--- src/rtl/scl_clkgen_pkg.sv ---
package scl_clkgen_pkg;
  typedef enum logic [1:0] {PH_IDLE, PH_LOW, PH_HIGH} ph_state_e;

  localparam logic [2:0] OFS_PSC0  = 3'd7;
  localparam logic [2:0] OFS_PSC1  = 3'd6;
  localparam logic [2:0] OFS_PSCN  = 3'd5;
  localparam logic [2:0] OFS_FIXED = 3'd6;
endpackage

--- src/rtl/scl_prescaler.sv ---
module scl_prescaler #(
  parameter int W = 16
) (
  input  logic         clk_i,
  input  logic         rst_ni,
  input  logic         en_i,
  input  logic [W-1:0] psc_i,
  output logic [W-1:0] psc_o,
  output logic         tick_o
);
  logic [W-1:0] psc_q, pcnt_q;

  always_ff @(posedge clk_i or negedge rst_ni) begin
    if (!rst_ni) begin
      psc_q  <= '0;
      pcnt_q <= '0;
    end else if (!en_i) begin
      psc_q  <= psc_i;  // loaded only while held in soft reset
      pcnt_q <= '0;
    end else if (pcnt_q == psc_q) begin
      pcnt_q <= '0;
    end else begin
      pcnt_q <= pcnt_q + 1'b1;
    end
  end

  assign tick_o = en_i && (pcnt_q == psc_q);
  assign psc_o  = psc_q;

  assert_tick_gap_R1: assert property (@(posedge clk_i) disable iff (!rst_ni)
    (tick_o && psc_q != '0) |=> !tick_o);
  assert_psc_held_R6: assert property (@(posedge clk_i) disable iff (!rst_ni)
    en_i |=> $stable(psc_q));
endmodule

--- src/rtl/scl_ofs_sel.sv ---
module scl_ofs_sel #(
  parameter int W = 16
) (
  input  logic         fixed_i,
  input  logic [W-1:0] psc_i,
  output logic [2:0]   d_o
);
  import scl_clkgen_pkg::*;

  always_comb begin
    if (fixed_i)                 d_o = OFS_FIXED;
    else if (psc_i == '0)        d_o = OFS_PSC0;
    else if (psc_i == W'(1))     d_o = OFS_PSC1;
    else                         d_o = OFS_PSCN;
  end

  always_comb begin
    assert_ofs_range_R3: assert (d_o >= 3'd5 && d_o <= 3'd7);
  end
endmodule

--- src/rtl/scl_phase_fsm.sv ---
module scl_phase_fsm #(
  parameter int W = 16
) (
  input  logic         clk_i,
  input  logic         rst_ni,
  input  logic         en_i,
  input  logic         tick_i,
  input  logic         run_i,
  input  logic [2:0]   d_i,
  input  logic [W-1:0] lo_i,
  input  logic [W-1:0] hi_i,
  output logic         scl_o,
  output logic         fall_o,
  output logic         rise_o
);
  import scl_clkgen_pkg::*;

  localparam int LW = W + 1;

  ph_state_e      state_q;
  logic [LW-1:0]  ph_cnt_q, lim_lo_q, lim_hi_q, cur_lim;
  logic           ph_done, start_ok;
  logic [LW-1:0]  d_ext;

  assign d_ext    = {{(LW-3){1'b0}}, d_i};
  assign cur_lim  = (state_q == PH_LOW) ? lim_lo_q : lim_hi_q;
  assign ph_done  = (ph_cnt_q == cur_lim - 1'b1);
  assign start_ok = run_i && (hi_i != '0);

  always_ff @(posedge clk_i or negedge rst_ni) begin
    if (!rst_ni) begin
      state_q  <= PH_IDLE;
      ph_cnt_q <= '0;
      lim_lo_q <= '0;
      lim_hi_q <= '0;
      scl_o    <= 1'b1;
      fall_o   <= 1'b0;
      rise_o   <= 1'b0;
    end else begin
      fall_o <= 1'b0;
      rise_o <= 1'b0;
      if (!en_i) begin
        state_q  <= PH_IDLE;
        ph_cnt_q <= '0;
        scl_o    <= 1'b1;
      end else if (tick_i) begin
        unique case (state_q)
          PH_LOW: begin
            if (ph_done) begin
              state_q  <= PH_HIGH;
              ph_cnt_q <= '0;
              scl_o    <= 1'b1;
              rise_o   <= 1'b1;
            end else begin
              ph_cnt_q <= ph_cnt_q + 1'b1;
            end
          end
          PH_IDLE, PH_HIGH: begin
            if (state_q == PH_HIGH && !ph_done) begin
              ph_cnt_q <= ph_cnt_q + 1'b1;
            end else if (start_ok) begin
              // period boundary: load counts for the new period
              lim_lo_q <= {1'b0, lo_i} + d_ext;
              lim_hi_q <= {1'b0, hi_i} + d_ext;
              state_q  <= PH_LOW;
              ph_cnt_q <= '0;
              scl_o    <= 1'b0;
              fall_o   <= 1'b1;
            end else begin
              state_q  <= PH_IDLE;
              ph_cnt_q <= '0;
            end
          end
          default: state_q <= PH_IDLE;
        endcase
      end
    end
  end

  assert_fall_low_R8: assert property (@(posedge clk_i) disable iff (!rst_ni)
    fall_o |-> !scl_o);
  assert_rise_high_R8: assert property (@(posedge clk_i) disable iff (!rst_ni)
    rise_o |-> scl_o);
  assert_one_strobe_R8: assert property (@(posedge clk_i) disable iff (!rst_ni)
    $onehot0({fall_o, rise_o}));
  assert_hold_idle_R6: assert property (@(posedge clk_i) disable iff (!rst_ni)
    !en_i |=> (scl_o && !fall_o && !rise_o));
  assert_no_clock_R5: assert property (@(posedge clk_i) disable iff (!rst_ni)
    (state_q == PH_IDLE && hi_i == '0) |=> (state_q == PH_IDLE));
  assert_lim_kept_R9: assert property (@(posedge clk_i) disable iff (!rst_ni)
    (state_q == PH_LOW) |=> ($stable(lim_lo_q) && $stable(lim_hi_q)));
endmodule

--- src/rtl/scl_clkgen.sv ---
module scl_clkgen #(
  parameter int CNT_W = 16
) (
  input  logic             clk_i,
  input  logic             rst_ni,
  input  logic             en_i,
  input  logic             run_i,
  input  logic             fixed_ofs_i,
  input  logic [CNT_W-1:0] psc_i,
  input  logic [CNT_W-1:0] low_cnt_i,
  input  logic [CNT_W-1:0] high_cnt_i,
  output logic             scl_o,
  output logic             mod_tick_o,
  output logic             fall_o,
  output logic             rise_o
);
  logic [CNT_W-1:0] psc_q;
  logic [2:0]       d_w;

  scl_prescaler #(.W(CNT_W)) u_psc (
    .clk_i (clk_i), .rst_ni (rst_ni), .en_i (en_i),
    .psc_i (psc_i), .psc_o (psc_q), .tick_o (mod_tick_o)
  );

  scl_ofs_sel #(.W(CNT_W)) u_ofs (
    .fixed_i (fixed_ofs_i), .psc_i (psc_q), .d_o (d_w)
  );

  scl_phase_fsm #(.W(CNT_W)) u_fsm (
    .clk_i (clk_i), .rst_ni (rst_ni), .en_i (en_i), .tick_i (mod_tick_o),
    .run_i (run_i), .d_i (d_w), .lo_i (low_cnt_i), .hi_i (high_cnt_i),
    .scl_o (scl_o), .fall_o (fall_o), .rise_o (rise_o)
  );
endmodule

--- config.mk ---
export PLATFORM = sky130hd
export DESIGN_NAME = scl_clkgen
export DESIGN_NICKNAME = d
export VERILOG_FILES = /design/src/rtl/scl_clkgen_pkg.sv /design/src/rtl/scl_prescaler.sv /design/src/rtl/scl_ofs_sel.sv /design/src/rtl/scl_phase_fsm.sv /design/src/rtl/scl_clkgen.sv
export SDC_FILE = /design/constraint.sdc
export NUM_CORES = 1
export LEC_CHECK = 0
export ABC_AREA = 1
export ABC_CLOCK_PERIOD_IN_PS = 2700
export CORE_UTILIZATION = 40
export DETAILED_ROUTE_END_ITERATION = 12
export PLACE_DENSITY = 0.57
export SLEW_MARGIN = 0
export SYNTH_ARGS = -nofsm -noshare
export SYNTH_HDL_FRONTEND = slang
export SYNTH_SLANG_ARGS = --single-unit
export TNS_END_PERCENT = 30
--- constraint.sdc ---
create_clock -name clk_i -period 2.7 [get_ports clk_i]
set_input_delay 0.27 -clock clk_i [delete_from_list [all_inputs] [get_ports clk_i]]
set_output_delay 0.27 -clock clk_i [all_outputs]
set_load 0.02 [all_outputs]
==> impl_metrics.sql, run 1 <==
INSERT INTO impl_metrics (metric_group, metric, value, unit) VALUES
('critical_path', 'worst-path-max-fanout', '3', ''),
('finish', 'finalInstanceArea', '0.00853', 'sq mm'),
('drt', 'detail_route.wirelength', '16.4', 'mm'),
('pwr', 'irDropWorstVdd', '0.437', 'mV'),
('grt', 'via_count_of_the_first_global_routing_pass', '5556', ''),
('timing', 'unrepaired_setup_endpoints_after_global_routing', 'true', ''),
('cts', 'tritoncts', 'done', ''),
('synth', 'ys_seq_area_share', '37.0', '%'),
('critical_path', 'worst_setup_path_startpoint', 'u_psc.psc_o[15]$_DFFE_PN0N_', ''),
('pwr', 'power.share.clock', '33.0', '%'),
('timing', 'post-route-worst-setup-slack', '-0.201', 'ns'),
('synth', 'synthAdderAreaFrac', '2.14', '%'),
('placed_design', 'gp_congestion', '0.853', ''),
('synth', 'ys.flop_type', 'sky130_fd_sc_hd__dfrtp_1', ''),
('synth', 'yosys_register_bits', '88', ''),
('critical_path', 'worst-endpoint-arrival', '3.15', 'ns'),
('critical_path', 'worstSetupStartpointType', 'register', ''),
('timing', 'fin_worst_skew', '0.00802', 'ns'),
('pwr', 'netSwitchingFraction', '31.5', '%'),
('cts', 'max-clock-path-buffers', '2', ''),
('critical_path', 'worstSetupPathType', 'reg -> reg', ''),
('floorplan', 'chipHeight', '124', 'um'),
('pwr', 'cellLeakagePower', '0.00413', 'uW'),
('synth', 'synth_area_per_cell', '7.01', 'sq um'),
('grt', 'overflow', '0', ''),
('finish', 'antenna_cells_inserted', '0', ''),
('synth', 'synth.distinct_cells', '37', ''),
('synth', 'synth_top_family_by_area', 'simple AND/OR/NAND/NOR gates', ''),
('synth', 'yosysWarnings', '0', ''),
('placed_design', 'placement.io_buffers', '56', ''),
('job', 'drv.max_cap_violation_count', '0', ''),
('floorplan', 'floorplan.die_area', '0.0154', 'sq mm'),
('synth', 'yosys.area.top_type', 'sky130_fd_sc_hd__dfrtp_1', ''),
('grt', 'grt_most_used_layer', 'met2', ''),
('grt', 'grt_util_met2', '39.4', '%'),
('floorplan', 'fp-row-count', '44', ''),
('grt', 'gr-usage-met3', '3.57', '%'),
('timing', 'max_freq', '0.345', 'GHz'),
('grt', 'grt.met1_usage', '27.5', '%'),
('timing', 'setup_viol_count_final', '19', ''),
('timing', 'worst_hold_slack', '0.455', 'ns'),
('pwr', 'seq_power_share', '35.6', '%'),
('synth', 'synth_enable_flop_cells', '0', ''),
('hold_path', 'worst_hold_path_type', 'in -> async', ''),
('synth', 'synth_mux_area_share', '0', '%'),
('cts', 'root_buffer', 'sky130_fd_sc_hd__clkbuf_16', ''),
('drt', 'routed-via-count', '5871', ''),
('drt', 'detail_route.drc_violations', '0', ''),
('finish', 'final_cells', '1214', ''),
('pwr', 'p_int', '2670', 'uW'),
('floorplan', 'core', '0.0145', 'sq mm'),
('placed_design', 'placed_cells', '1175', ''),
('drt', 'wire_per_inst', '13.5', 'um'),
('cts', 'clkSlewWorstSetupHoldPaths', '0.07', 'ns'),
('grt', 'antenna_found_initial', '0', ''),
('finish', 'multi_input_comb_area', '0.00378', 'sq mm'),
('cts', 'cts_sinks', '88', ''),
('timing', 'timing.final.crit_period', '2.90', 'ns'),
('synth', 'yosys-top-cells-count', '309 x sky130_fd_sc_hd__nand2_1, 87 x sky130_fd_sc_hd__dfrtp_1, 85 x sky130_fd_sc_hd__inv_1', ''),
('synth', 'postSynthNetCount', '911', ''),
('timing', 'headroom_to_the_max_slew_limit', '59.9', '%'),
('cts', 'clock_buffers_created_by_tritoncts', '9', ''),
('status', 'failed_checks', 'negative setup slack', ''),
('critical_path', 'timing.critical_path.to_type', 'register', ''),
('drt', 'drtIter0Drc', '310', ''),
('status', 'outcome', 'finished with violations', ''),
('cts', 'clk-insertion-delay-late', '0.35', 'ns'),
('finish', 'post_route_cells_drive_above_1_share', '27.0', '%'),
('pwr', 'power.density_cell_area', '457', 'mW/mm^2'),
('synth', 'synth_xor_xnor_area_share', '8.97', '%'),
('drt', 'postRouteAntennaNets', '0', '');
final cells by class:
cell class | count | area share (%)
clock inverter | 7 | 0.895
timing repair buffer | 186 | 19.7
sequential | 88 | 25.8
clock buffer | 9 | 2.64
tap | 184 | 2.70
inverter | 88 | 3.93
multi-input combinational | 652 | 44.3
flip-flops by register name, indices dropped and copies added (netlist names):
name	flops
u_fsm.fall_o	1
u_fsm.lim_hi_q	17
u_fsm.lim_lo_q	17
u_fsm.ph_cnt_q	17
u_fsm.rise_o	1
u_fsm.scl_o	1
u_fsm.state_q	2
u_psc.pcnt_q	16
u_psc.psc_o	16
stage by stage:
stage	total power, uW	utilization, %	TNS (ns)	setup slack (ns)
after global routing	4130	58.7	-7.20	-0.382
after floorplan	1960	-	0	0.0372
after CTS	3800	54.5	-0.635	-0.122
after global placement	2470	51.3	-1.31	-0.192
final	3900	58.7	-1.39	-0.201
after detailed placement	2470	51.3	-2.18	-0.265
worst max-delay path: stages, from the launching register on:
cell and delay, ns:
sky130_fd_sc_hd__dfrtp_1 0.39, sky130_fd_sc_hd__nor4_2 0.27, sky130_fd_sc_hd__and3_4 0.24, sky130_fd_sc_hd__inv_2 0.04
sky130_fd_sc_hd__nor2_2 0.09, sky130_fd_sc_hd__a311o_2 0.21, sky130_fd_sc_hd__buf_4 0.14, sky130_fd_sc_hd__buf_6 0.08
sky130_fd_sc_hd__buf_6 0.08, sky130_fd_sc_hd__buf_6 0.08, sky130_fd_sc_hd__fa_2 0.20, sky130_fd_sc_hd__nor2_2 0.04
sky130_fd_sc_hd__nor2_2 0.13, sky130_fd_sc_hd__nand3_2 0.11, sky130_fd_sc_hd__nor2_4 0.14, sky130_fd_sc_hd__nand3_2 0.10
sky130_fd_sc_hd__nor2_4 0.16, sky130_fd_sc_hd__nand2_2 0.07, sky130_fd_sc_hd__xnor2_1 0.12, sky130_fd_sc_hd__nand2_1 0.06
sky130_fd_sc_hd__nand2_1 0.04
cell families (layout without fill, tap and decap cells):
group	Yosys count	in the layout
fa+ha+maj	9	9
xor+xnor	61	61
flops	88	88
buf+inv	110	290
simple gates	522	523
compound gates	59	59
routing by layer:
| metal | part of all wire [%] | wire length [um] |
|---|---|---|
| met5 | 0 | 0 |
| met1 | 46 | 7520 |
| met2 | 50 | 8240 |
| met3 | 2.4 | 393 |
| met4 | 1.5 | 244 |
path summary, 6_finish.rpt:
path / slack [ns] / cells past startpoint / end
max: -0.20 / 20 / u_fsm.lim_lo_q[14]$_DFFE_PN0P_
min: 0.46 / 2 / u_psc.pcnt_q[0]$_DFF_PN0_
max reg2reg: -0.20 / 20 / u_fsm.lim_lo_q[14]$_DFFE_PN0P_
min reg2reg: 0.48 / 2 / u_fsm.lim_hi_q[12]$_DFFE_PN0P_
max in group asynchronous: 1.54 / 3 / u_fsm.scl_o$_DFFE_PN1P_
min in group clk_i: 0.46 / 3 / u_psc.psc_o[8]$_DFFE_PN0N_
power by group through the flow:
stage,Combinational (uW),Clock (uW),Sequential (uW)
final,1220,1290,1390
after global routing,1370,1370,1390
after CTS,1100,1320,1380
after detailed placement,1060,0,1400
after global placement,1070,0,1400
after floorplan,551,0,1410
cell usage in the layout, fill, tap and decap left out, types with 22 or more instances in the layout:
cell,count
sky130_fd_sc_hd__buf_4,110
sky130_fd_sc_hd__xnor2_1,22
sky130_fd_sc_hd__nor2_1,56
sky130_fd_sc_hd__nand2_2,35
sky130_fd_sc_hd__xor2_1,29
sky130_fd_sc_hd__dfrtp_1,87
sky130_fd_sc_hd__inv_1,84
sky130_fd_sc_hd__nand2_1,272
sky130_fd_sc_hd__clkdlybuf4s50_1,54
sky130_fd_sc_hd__nand3_1,58
what timing repair did:
| action | in CTS | in global routing |
|---|---|---|
| gates cloned | 0 | 6 |
| setup buffers | 6 | 10 |
| gates resized for setup | 27 | 106 |
| hold endpoints to repair | 44 | 0 |
| setup endpoints to repair | 36 | 56 |
| hold buffers | 1 | 0 |
| pin swaps | 17 | 38 |
(Power assumes the default switching activity.)
==> inputs of run 2 (changes only) <==
--- a/config.mk
+++ b/config.mk
@@ -7,9 +7,9 @@
 export LEC_CHECK = 0
 export ABC_AREA = 1
 export ABC_CLOCK_PERIOD_IN_PS = 2700
-export CORE_UTILIZATION = 40
+export CORE_UTILIZATION = 53
 export DETAILED_ROUTE_END_ITERATION = 12
-export PLACE_DENSITY = 0.57
+export PLACE_DENSITY = 0.74
 export SLEW_MARGIN = 0
 export SYNTH_ARGS = -nofsm -noshare
 export SYNTH_HDL_FRONTEND = slang
==> impl_metrics.sql, run 2 (synthesis gave the netlist of run 1 again) <==
INSERT INTO impl_metrics (metric_group, metric, value, unit) VALUES
('job', 'drv.max_cap_violation_count', '0', ''),
('critical_path', 'crit_end', 'u_fsm.lim_hi_q[7]$_DFFE_PN0P_', ''),
('grt', 'grt_pass1_wl', '27.2', 'mm'),
('critical_path', 'worst-path-max-fanout', '2', ''),
('critical_path', 'reg2reg_depth', '17', ''),
('hold_path', 'worst_hold_path_type', 'in -> async', ''),
('critical_path', 'critical_path.max_stage_delay', '0.38', 'ns'),
('finish', 'antenna_cells_inserted', '0', ''),
('drt', 'postRouteAntennaNets', '0', ''),
('critical_path', 'worst_setup_path_startpoint', 'u_psc.psc_o[9]$_DFFE_PN0N_', ''),
('drt', 'drtIter0Drc', '553', ''),
('placed_design', 'place_ws', '-0.239', 'ns'),
('critical_path', 'crit_chain', 'nor2_1 > and3_1 > buf_4 > a311o_1 > buf_6 > ha_2 > nand2_1 > nand2_1 > nand3_2 > nor2_2 > nand2_1 > buf_4 > buf_4 > buf_4 > buf_4 > xor2_2 > o21ai_1', ''),
('status', 'failed_checks', 'negative setup slack', ''),
('floorplan', 'chipHeight', '108', 'um'),
('critical_path', 'ff_to_ff_start', 'u_psc.psc_o[9]$_DFFE_PN0N_', ''),
('finish', 'final_common_cell', 'sky130_fd_sc_hd__nand2_1', ''),
('placed_design', 'placement.io_buffers', '56', ''),
('critical_path', 'cell_repeated_most_along_the_worst_path', 'sky130_fd_sc_hd__buf_4', ''),
('critical_path', 'critical_path.reg2reg.endpoint', 'u_fsm.lim_hi_q[7]$_DFFE_PN0P_', ''),
('finish', 'fillCellCount', '783', ''),
('cts', 'post_cts_hold_buffer_count', '0', ''),
('finish', 'commonest_cells_after_routing_fill_and_taps_aside', '283 x sky130_fd_sc_hd__nand2_1, 102 x sky130_fd_sc_hd__buf_4, 86 x sky130_fd_sc_hd__dfrtp_1, 85 x sky130_fd_sc_hd__inv_1, 67 x sky130_fd_sc_hd__nand3_1', ''),
('timing', 'timing.final.max_slew_violations', '0', ''),
('floorplan', 'core', '0.0109', 'sq mm'),
('cts', 'cts-htree-levels', '3', ''),
('timing', 'max_freq', '0.320', 'GHz'),
('critical_path', 'required_time_of_the_worst_setup_path', '3.00', 'ns'),
('drt', 'detail_route.wirelength', '19.2', 'mm'),
('grt', 'overflow', '0', ''),
('finish', 'area.growth.synth_to_final', '36.9', '%'),
('critical_path', 'worst-endpoint-arrival', '3.43', 'ns'),
('floorplan', 'initial_utilization', '54.7', '%'),
('timing', 'worst-slew-pin-transition', '1.13', 'ns'),
('grt', 'gr-usage-all-layers', '30.3', '%'),
('placed_design', 'post-dp-hpwl', '11.7', 'mm'),
('floorplan', 'io_pins', '57', ''),
('timing', 'unrepaired_setup_endpoints_after_global_routing', 'true', ''),
('cts', 'max-clock-path-buffers', '2', ''),
('critical_path', 'slowest_stage', 'sky130_fd_sc_hd__a311o_1', ''),
('pwr', 'irDropWorstVdd', '0.349', 'mV'),
('pwr', 'cellLeakagePower', '0.00399', 'uW'),
('timing', 'post-route-worst-setup-slack', '-0.428', 'ns'),
('finish', 'post_route_cells_drive_above_1_share', '24.0', '%'),
('placed_design', 'placed_cells', '1104', ''),
('finish', 'post-route-util', '74.9', '%'),
('cts', 'tritoncts', 'done', ''),
('critical_path', 'setup_slack_of_the_most_critical_reg_to_reg_path', '-0.43', 'ns'),
('critical_path', 'timing.critical_path.to_type', 'register', ''),
('cts', 'clock_buffers_created_by_tritoncts', '9', ''),
('floorplan', 'fp.dieW', '108', 'um'),
('drt', 'detail_route.drc_violations', '0', ''),
('drt', 'viasPerCell', '5.61', ''),
('timing', 'timing.final.crit_share', '116', '%'),
('drt', 'wire_per_inst', '16.6', 'um'),
('critical_path', 'worstSetupPathType', 'reg -> reg', ''),
('finish', 'final_cells', '1154', ''),
('floorplan', 'floorplan.die_area', '0.0117', 'sq mm'),
('timing', 'fin_worst_skew', '0.0166', 'ns'),
('cts', 'clk-insertion-delay-late', '0.38', 'ns'),
('grt', 'antenna_found_initial', '0', ''),
('floorplan', 'fp-row-count', '38', ''),
('cts', 'root_buffer', 'sky130_fd_sc_hd__clkbuf_8', ''),
('timing', 'timing.final.hold_violations', '0', ''),
('timing', 'setup_viol_count_final', '35', ''),
('grt', 'grt_max_degree', '89', ''),
('cts', 'clkSlewWorstSetupHoldPaths', '0.10', 'ns'),
('drt', 'drt_pre_antenna_iters', '6', ''),
('cts', 'cts_sinks', '88', ''),
('timing', 'headroom_to_the_max_slew_limit', '24.7', '%'),
('placed_design', 'gp_congestion', '0.890', ''),
('pwr', 'power.density_cell_area', '438', 'mW/mm^2'),
('finish', 'nets', '1071', ''),
('status', 'outcome', 'finished with violations', ''),
('grt', 'via_count_of_the_first_global_routing_pass', '5978', ''),
('drt', 'routed-via-count', '6476', ''),
('critical_path', 'worstSetupStartpointType', 'register', ''),
('finish', 'layout_top_registers', 'u_fsm.lim_hi_q x17, u_fsm.lim_lo_q x17, u_fsm.ph_cnt_q x17', ''),
('timing', 'timing.final.crit_period', '3.13', 'ns');
## run 2: cell count changes in the layout (fill, tap and decap cells not counted), sizes merged
cell / before / now
clkbuf: 12 / 15
dlygate4sd3: 1 / 0
inv: 91 / 88
bufinv: 1 / 2
buf: 127 / 111
## run 2: layout make-up
cell class	count	area (sq um)	share of cell area, %
Inverter	88	333	4.08
Tap cell	140	175	2.15
Clock inverter	5	83.8	1.03
Timing Repair Buffer	170	1540	18.9
Sequential cell	88	2200	27.0
Multi-Input combinational cell	652	3680	45.2
Clock buffer	11	131	1.61
## run 2: worst min path at each step
stage                                          end  slack [ns]
floorplan                   u_fsm.fall_o$_DFF_PN0_       -0.03
global route             u_psc.pcnt_q[2]$_DFF_PN0_        0.16
global placement     u_fsm.lim_lo_q[0]$_DFFE_PN0P_        0.47
CTS                      u_psc.pcnt_q[2]$_DFF_PN0_        0.13
finish                   u_psc.pcnt_q[2]$_DFF_PN0_        0.09
detailed placement  u_fsm.lim_lo_q[11]$_DFFE_PN0P_        0.47
## run 2: through the flow
| stage | TNS, ns | total power [uW] | area, sq um | hold slack, ns |
|---|---|---|---|---|
| 2_1_floorplan | 0 | 1960 | 5960 | -0.0256 |
| 3_3_place_gp | -0.713 | 2380 | 7170 | 0.469 |
| 3_5_place_dp | -3.34 | 2410 | 7170 | 0.473 |
| 4_1_cts | -4.36 | 3460 | 7630 | 0.126 |
| 5_1_grt | -12.89 | 3760 | 8150 | 0.157 |
| 6_report | -6.55 | 3570 | 8150 | 0.0943 |
## run 2: worst max-delay path, delay by kind of cell (launching register included)
| kind | cells | cell delay (ns) |
|---|---|---|
| compound gates | 2 | 0.56 |
| xor+xnor | 1 | 0.14 |
| fa+ha+maj | 1 | 0.30 |
| buf+inv | 6 | 0.86 |
| flops | 1 | 0.37 |
| simple gates | 7 | 0.81 |
## run 2: layer usage
metal / wire length (um) / GRT usage (%) / up-vias
li1: - / - / 3010
met1: 7420 / 35.1 / 3053
met2: 9570 / 54.5 / 310
met3: 1050 / 4.40 / 103
met4: 1120 / 15.3 / 0
met5: 0 / 0 / -
## run 2: where the power goes
part / switching (uW) / internal [uW]
clock network: 507 / 524
registers: 32.8 / 1350
logic: 648 / 509
## run 2: repair_timing
action | 4_1_cts | 5_1_grt
setup buffers | 14 | 13
cloned | 1 | 6
setup endpoints to repair | 38 | 56
gates resized for setup | 31 | 71
pin swaps | 22 | 29
==> inputs of run 3 (changes only) <==
--- a/config.mk
+++ b/config.mk
@@ -6,7 +6,8 @@
 export NUM_CORES = 1
 export LEC_CHECK = 0
 export ABC_AREA = 1
-export ABC_CLOCK_PERIOD_IN_PS = 2700
+export ABC_CLOCK_PERIOD_IN_PS = 2600
+export CORE_ASPECT_RATIO = 0.8
 export CORE_UTILIZATION = 53
 export DETAILED_ROUTE_END_ITERATION = 12
 export PLACE_DENSITY = 0.74
==> constraint.sdc (replaced) <==
create_clock -name clk_i -period 2.6 [get_ports clk_i]
set_input_delay 0.26 -clock clk_i [delete_from_list [all_inputs] [get_ports clk_i]]
set_output_delay 0.26 -clock clk_i [all_outputs]
set_load 0.02 [all_outputs]
==> impl_metrics.sql, run 3 (synthesis gave the netlist of run 1 again) <==
INSERT INTO impl_metrics (metric_group, metric, value, unit) VALUES
('hold_path', 'hold-path-endpoint', 'u_psc.psc_o[13]$_DFFE_PN0N_', ''),
('drt', 'postRouteAntennaNets', '0', ''),
('cts', 'clkSlewWorstSetupHoldPaths', '0.07', 'ns'),
('critical_path', 'ff_to_ff_start', 'u_psc.psc_o[6]$_DFFE_PN0N_', ''),
('placed_design', 'gp_congestion', '0.879', ''),
('timing', 'timing.final.crit_period', '2.92', 'ns'),
('grt', 'via_count_of_the_first_global_routing_pass', '5913', ''),
('grt', 'overflow', '0', ''),
('critical_path', 'worstSetupStartpointType', 'register', ''),
('timing', 'max_freq', '0.343', 'GHz'),
('finish', 'final_common_cell', 'sky130_fd_sc_hd__nand2_1', ''),
('drt', 'met3RoutedLength', '1.15', 'mm'),
('cts', 'tritoncts', 'done', ''),
('status', 'outcome', 'finished with violations', ''),
('finish', 'fillCellCount', '813', ''),
('drt', 'met1Wirelength', '7.83', 'mm'),
('floorplan', 'fp.dieW', '121', 'um'),
('floorplan', 'io_pins', '57', ''),
('critical_path', 'critical_path.reg2reg.endpoint', 'u_fsm.lim_hi_q[14]$_DFFE_PN0P_', ''),
('placed_design', 'placed_cells', '1115', ''),
('drt', 'highest_layer', 'met4', ''),
('cts', 'clk-insertion-delay-late', '0.35', 'ns'),
('timing', 'fin_worst_skew', '0.00827', 'ns'),
('drt', 'routed-via-count', '6205', ''),
('drt', 'detail_route.drc_violations', '0', ''),
('drt', 'drt_pre_antenna_iters', '7', ''),
('job', 'drv.max_cap_violation_count', '0', ''),
('timing', 'timing.final.crit_share', '112', '%'),
('pwr', 'irDropWorstVdd', '0.324', 'mV'),
('finish', 'antenna_cells_inserted', '0', ''),
('critical_path', 'worstSetupPathType', 'reg -> reg', ''),
('status', 'failed_checks', 'negative setup slack', ''),
('floorplan', 'fp-row-count', '34', ''),
('floorplan', 'floorplan.die_area', '0.0117', 'sq mm'),
('placed_design', 'placement.io_buffers', '56', ''),
('pwr', 'power.density_cell_area', '505', 'mW/mm^2'),
('critical_path', 'required_time_of_the_worst_setup_path', '2.84', 'ns'),
('hold_path', 'timing.hold.worst.start', 'psc_i[13]', ''),
('timing', 'post-route-worst-setup-slack', '-0.320', 'ns'),
('finish', 'layout_top_registers', 'u_fsm.lim_hi_q x17, u_fsm.lim_lo_q x17, u_fsm.ph_cnt_q x17', ''),
('cts', 'cts_sinks', '88', ''),
('timing', 'timing.final.hold_violations', '0', ''),
('critical_path', 'timing.critical_path.to_type', 'register', ''),
('cts', 'root_buffer', 'sky130_fd_sc_hd__clkbuf_16', ''),
('finish', 'area.growth.synth_to_final', '36.6', '%'),
('critical_path', 'reg2reg_depth', '16', ''),
('grt', 'grt_max_degree', '89', ''),
('timing', 'worst-slew-pin-transition', '0.483', 'ns'),
('pwr', 'design_power_total', '4110', 'uW'),
('grt', 'grt_pass1_wl', '27.7', 'mm'),
('timing', 'setup_viol_count_final', '33', ''),
('grt', 'gr-usage-all-layers', '29.9', '%'),
('critical_path', 'worst-endpoint-arrival', '3.16', 'ns'),
('drt', 'detail_route.wirelength', '17.8', 'mm'),
('cts', 'max-clock-path-buffers', '2', ''),
('floorplan', 'core', '0.0109', 'sq mm'),
('timing', 'timing.final.max_slew_violations', '0', ''),
('pwr', 'cellLeakagePower', '0.00398', 'uW'),
('finish', 'final_cells', '1150', ''),
('cts', 'cts-htree-levels', '3', ''),
('hold_path', 'worst_hold_path_type', 'in -> reg', ''),
('cts', 'clock_buffers_created_by_tritoncts', '9', ''),
('floorplan', 'chipHeight', '96.8', 'um'),
('timing', 'unrepaired_setup_endpoints_after_global_routing', 'true', ''),
('drt', 'met2_length', '8.51', 'mm'),
('timing', 'headroom_to_the_max_slew_limit', '67.8', '%'),
('floorplan', 'initial_utilization', '54.7', '%'),
('grt', 'antenna_found_initial', '0', ''),
('finish', 'post-route-util', '74.7', '%'),
('finish', 'post_route_cells_drive_above_1_share', '23.5', '%'),
('finish', 'commonest_cells_after_routing_fill_and_taps_aside', '278 x sky130_fd_sc_hd__nand2_1, 94 x sky130_fd_sc_hd__buf_4, 86 x sky130_fd_sc_hd__dfrtp_1, 84 x sky130_fd_sc_hd__inv_1, 65 x sky130_fd_sc_hd__nand3_1', ''),
('placed_design', 'post-dp-hpwl', '12.3', 'mm'),
('placed_design', 'place_ws', '-0.327', 'ns'),
('hold_path', 'worst_hold_path.num_cells', '3', ''),
('drt', 'viasPerCell', '5.40', ''),
('critical_path', 'setup_slack_of_the_most_critical_reg_to_reg_path', '-0.32', 'ns'),
('drt', 'wire_per_inst', '15.5', 'um'),
('critical_path', 'worst-path-max-fanout', '4', ''),
('finish', 'nets', '1063', ''),
('drt', 'drtIter0Drc', '448', '');
-- run 3: changes by cell type in the layout (fill, tap and decap cells not counted), moves of 3 or more --
cell	before	now
sky130_fd_sc_hd__buf_4	102	94
sky130_fd_sc_hd__clkbuf_16	4	11
sky130_fd_sc_hd__clkbuf_8	9	0
sky130_fd_sc_hd__nand2_1	283	278
sky130_fd_sc_hd__nand2_4	5	10
sky130_fd_sc_hd__nor4_2	4	1
sky130_fd_sc_hd__xor2_1	29	35
sky130_fd_sc_hd__xor2_2	7	2
-- run 3: what timing repair did --
item,CTS,global route
setup endpoints to repair,39,57
hold buffers,1,0
endpoints found under the hold margin,87,0
cloned,0,4
resized for setup,23,77
pin swaps,10,13
setup buffers,6,8
-- run 3: area by class of cell --
| type | instances | area (sq um) | area share [%] |
|---|---|---|---|
| clock buffer | 9 | 225 | 2.77 |
| clock inverter | 7 | 101 | 1.25 |
| inverter | 88 | 333 | 4.09 |
| multi-input combinational | 651 | 3630 | 44.6 |
| sequential | 88 | 2200 | 27.1 |
| tap | 144 | 180 | 2.22 |
| timing repair buffer | 163 | 1460 | 18.0 |
-- run 3: through the flow --
stage	hold WS, ns	area, sq um	setup TNS (ns)
after floorplan	-0.0356	5970	-0.0144
after global placement	0.332	7270	-0.805
after detailed placement	0.339	7270	-3.87
after CTS	0.433	7740	-0.694
after global routing	0.439	8130	-11.18
final	0.438	8130	-3.13
-- run 3: power by group --
group	total, uW	internal [uW]	switching (uW)
clock network	1460	855	607
registers	1440	1410	35.0
logic	1210	562	645
-- run 3: metal layers --
metal | track usage [%] | vias to the layer above
li1 | - | 3001
met1 | 39.9 | 2946
met3 | 7.84 | 33
met5 | 0 | -
met2 | 48.4 | 225
met4 | 7.12 | 0
-- run 3: worst max-delay path by stage --
stage | start | endpoint | slack (ns) | cells after the start
after floorplan | u_psc.psc_o[12]$_DFFE_PN0N_ | u_fsm.lim_hi_q[14]$_DFFE_PN0P_ | -0.01 | 16
after global placement | u_fsm.state_q[0]$_DFFE_PN0P_ | u_fsm.rise_o$_DFF_PN0_ | -0.11 | 16
after detailed placement | u_psc.psc_o[5]$_DFFE_PN0N_ | u_fsm.lim_hi_q[14]$_DFFE_PN0P_ | -0.33 | 15
after CTS | u_psc.psc_o[15]$_DFFE_PN0N_ | u_fsm.lim_hi_q[14]$_DFFE_PN0P_ | -0.13 | 17
after global routing | u_psc.psc_o[6]$_DFFE_PN0N_ | u_fsm.lim_hi_q[14]$_DFFE_PN0P_ | -0.44 | 16
final | u_psc.psc_o[6]$_DFFE_PN0N_ | u_fsm.lim_hi_q[14]$_DFFE_PN0P_ | -0.32 | 16
-- run 3: critical path: stages, from the launching register on --
cell	delay, ns
sky130_fd_sc_hd__dfrtp_1	0.42
sky130_fd_sc_hd__nor4_4	0.31
sky130_fd_sc_hd__nand4_1	0.19
sky130_fd_sc_hd__nor2_2	0.18
sky130_fd_sc_hd__a311o_2	0.20
sky130_fd_sc_hd__buf_6	0.12
sky130_fd_sc_hd__fa_2	0.21
sky130_fd_sc_hd__o21ai_2	0.08
sky130_fd_sc_hd__nor3b_2	0.24
sky130_fd_sc_hd__nand4_1	0.16
sky130_fd_sc_hd__inv_1	0.10
sky130_fd_sc_hd__nand4_1	0.09
sky130_fd_sc_hd__nor2_2	0.14
sky130_fd_sc_hd__xnor2_1	0.15
sky130_fd_sc_hd__nand3_1	0.10
sky130_fd_sc_hd__nand2_1	0.07
sky130_fd_sc_hd__inv_1	0.05
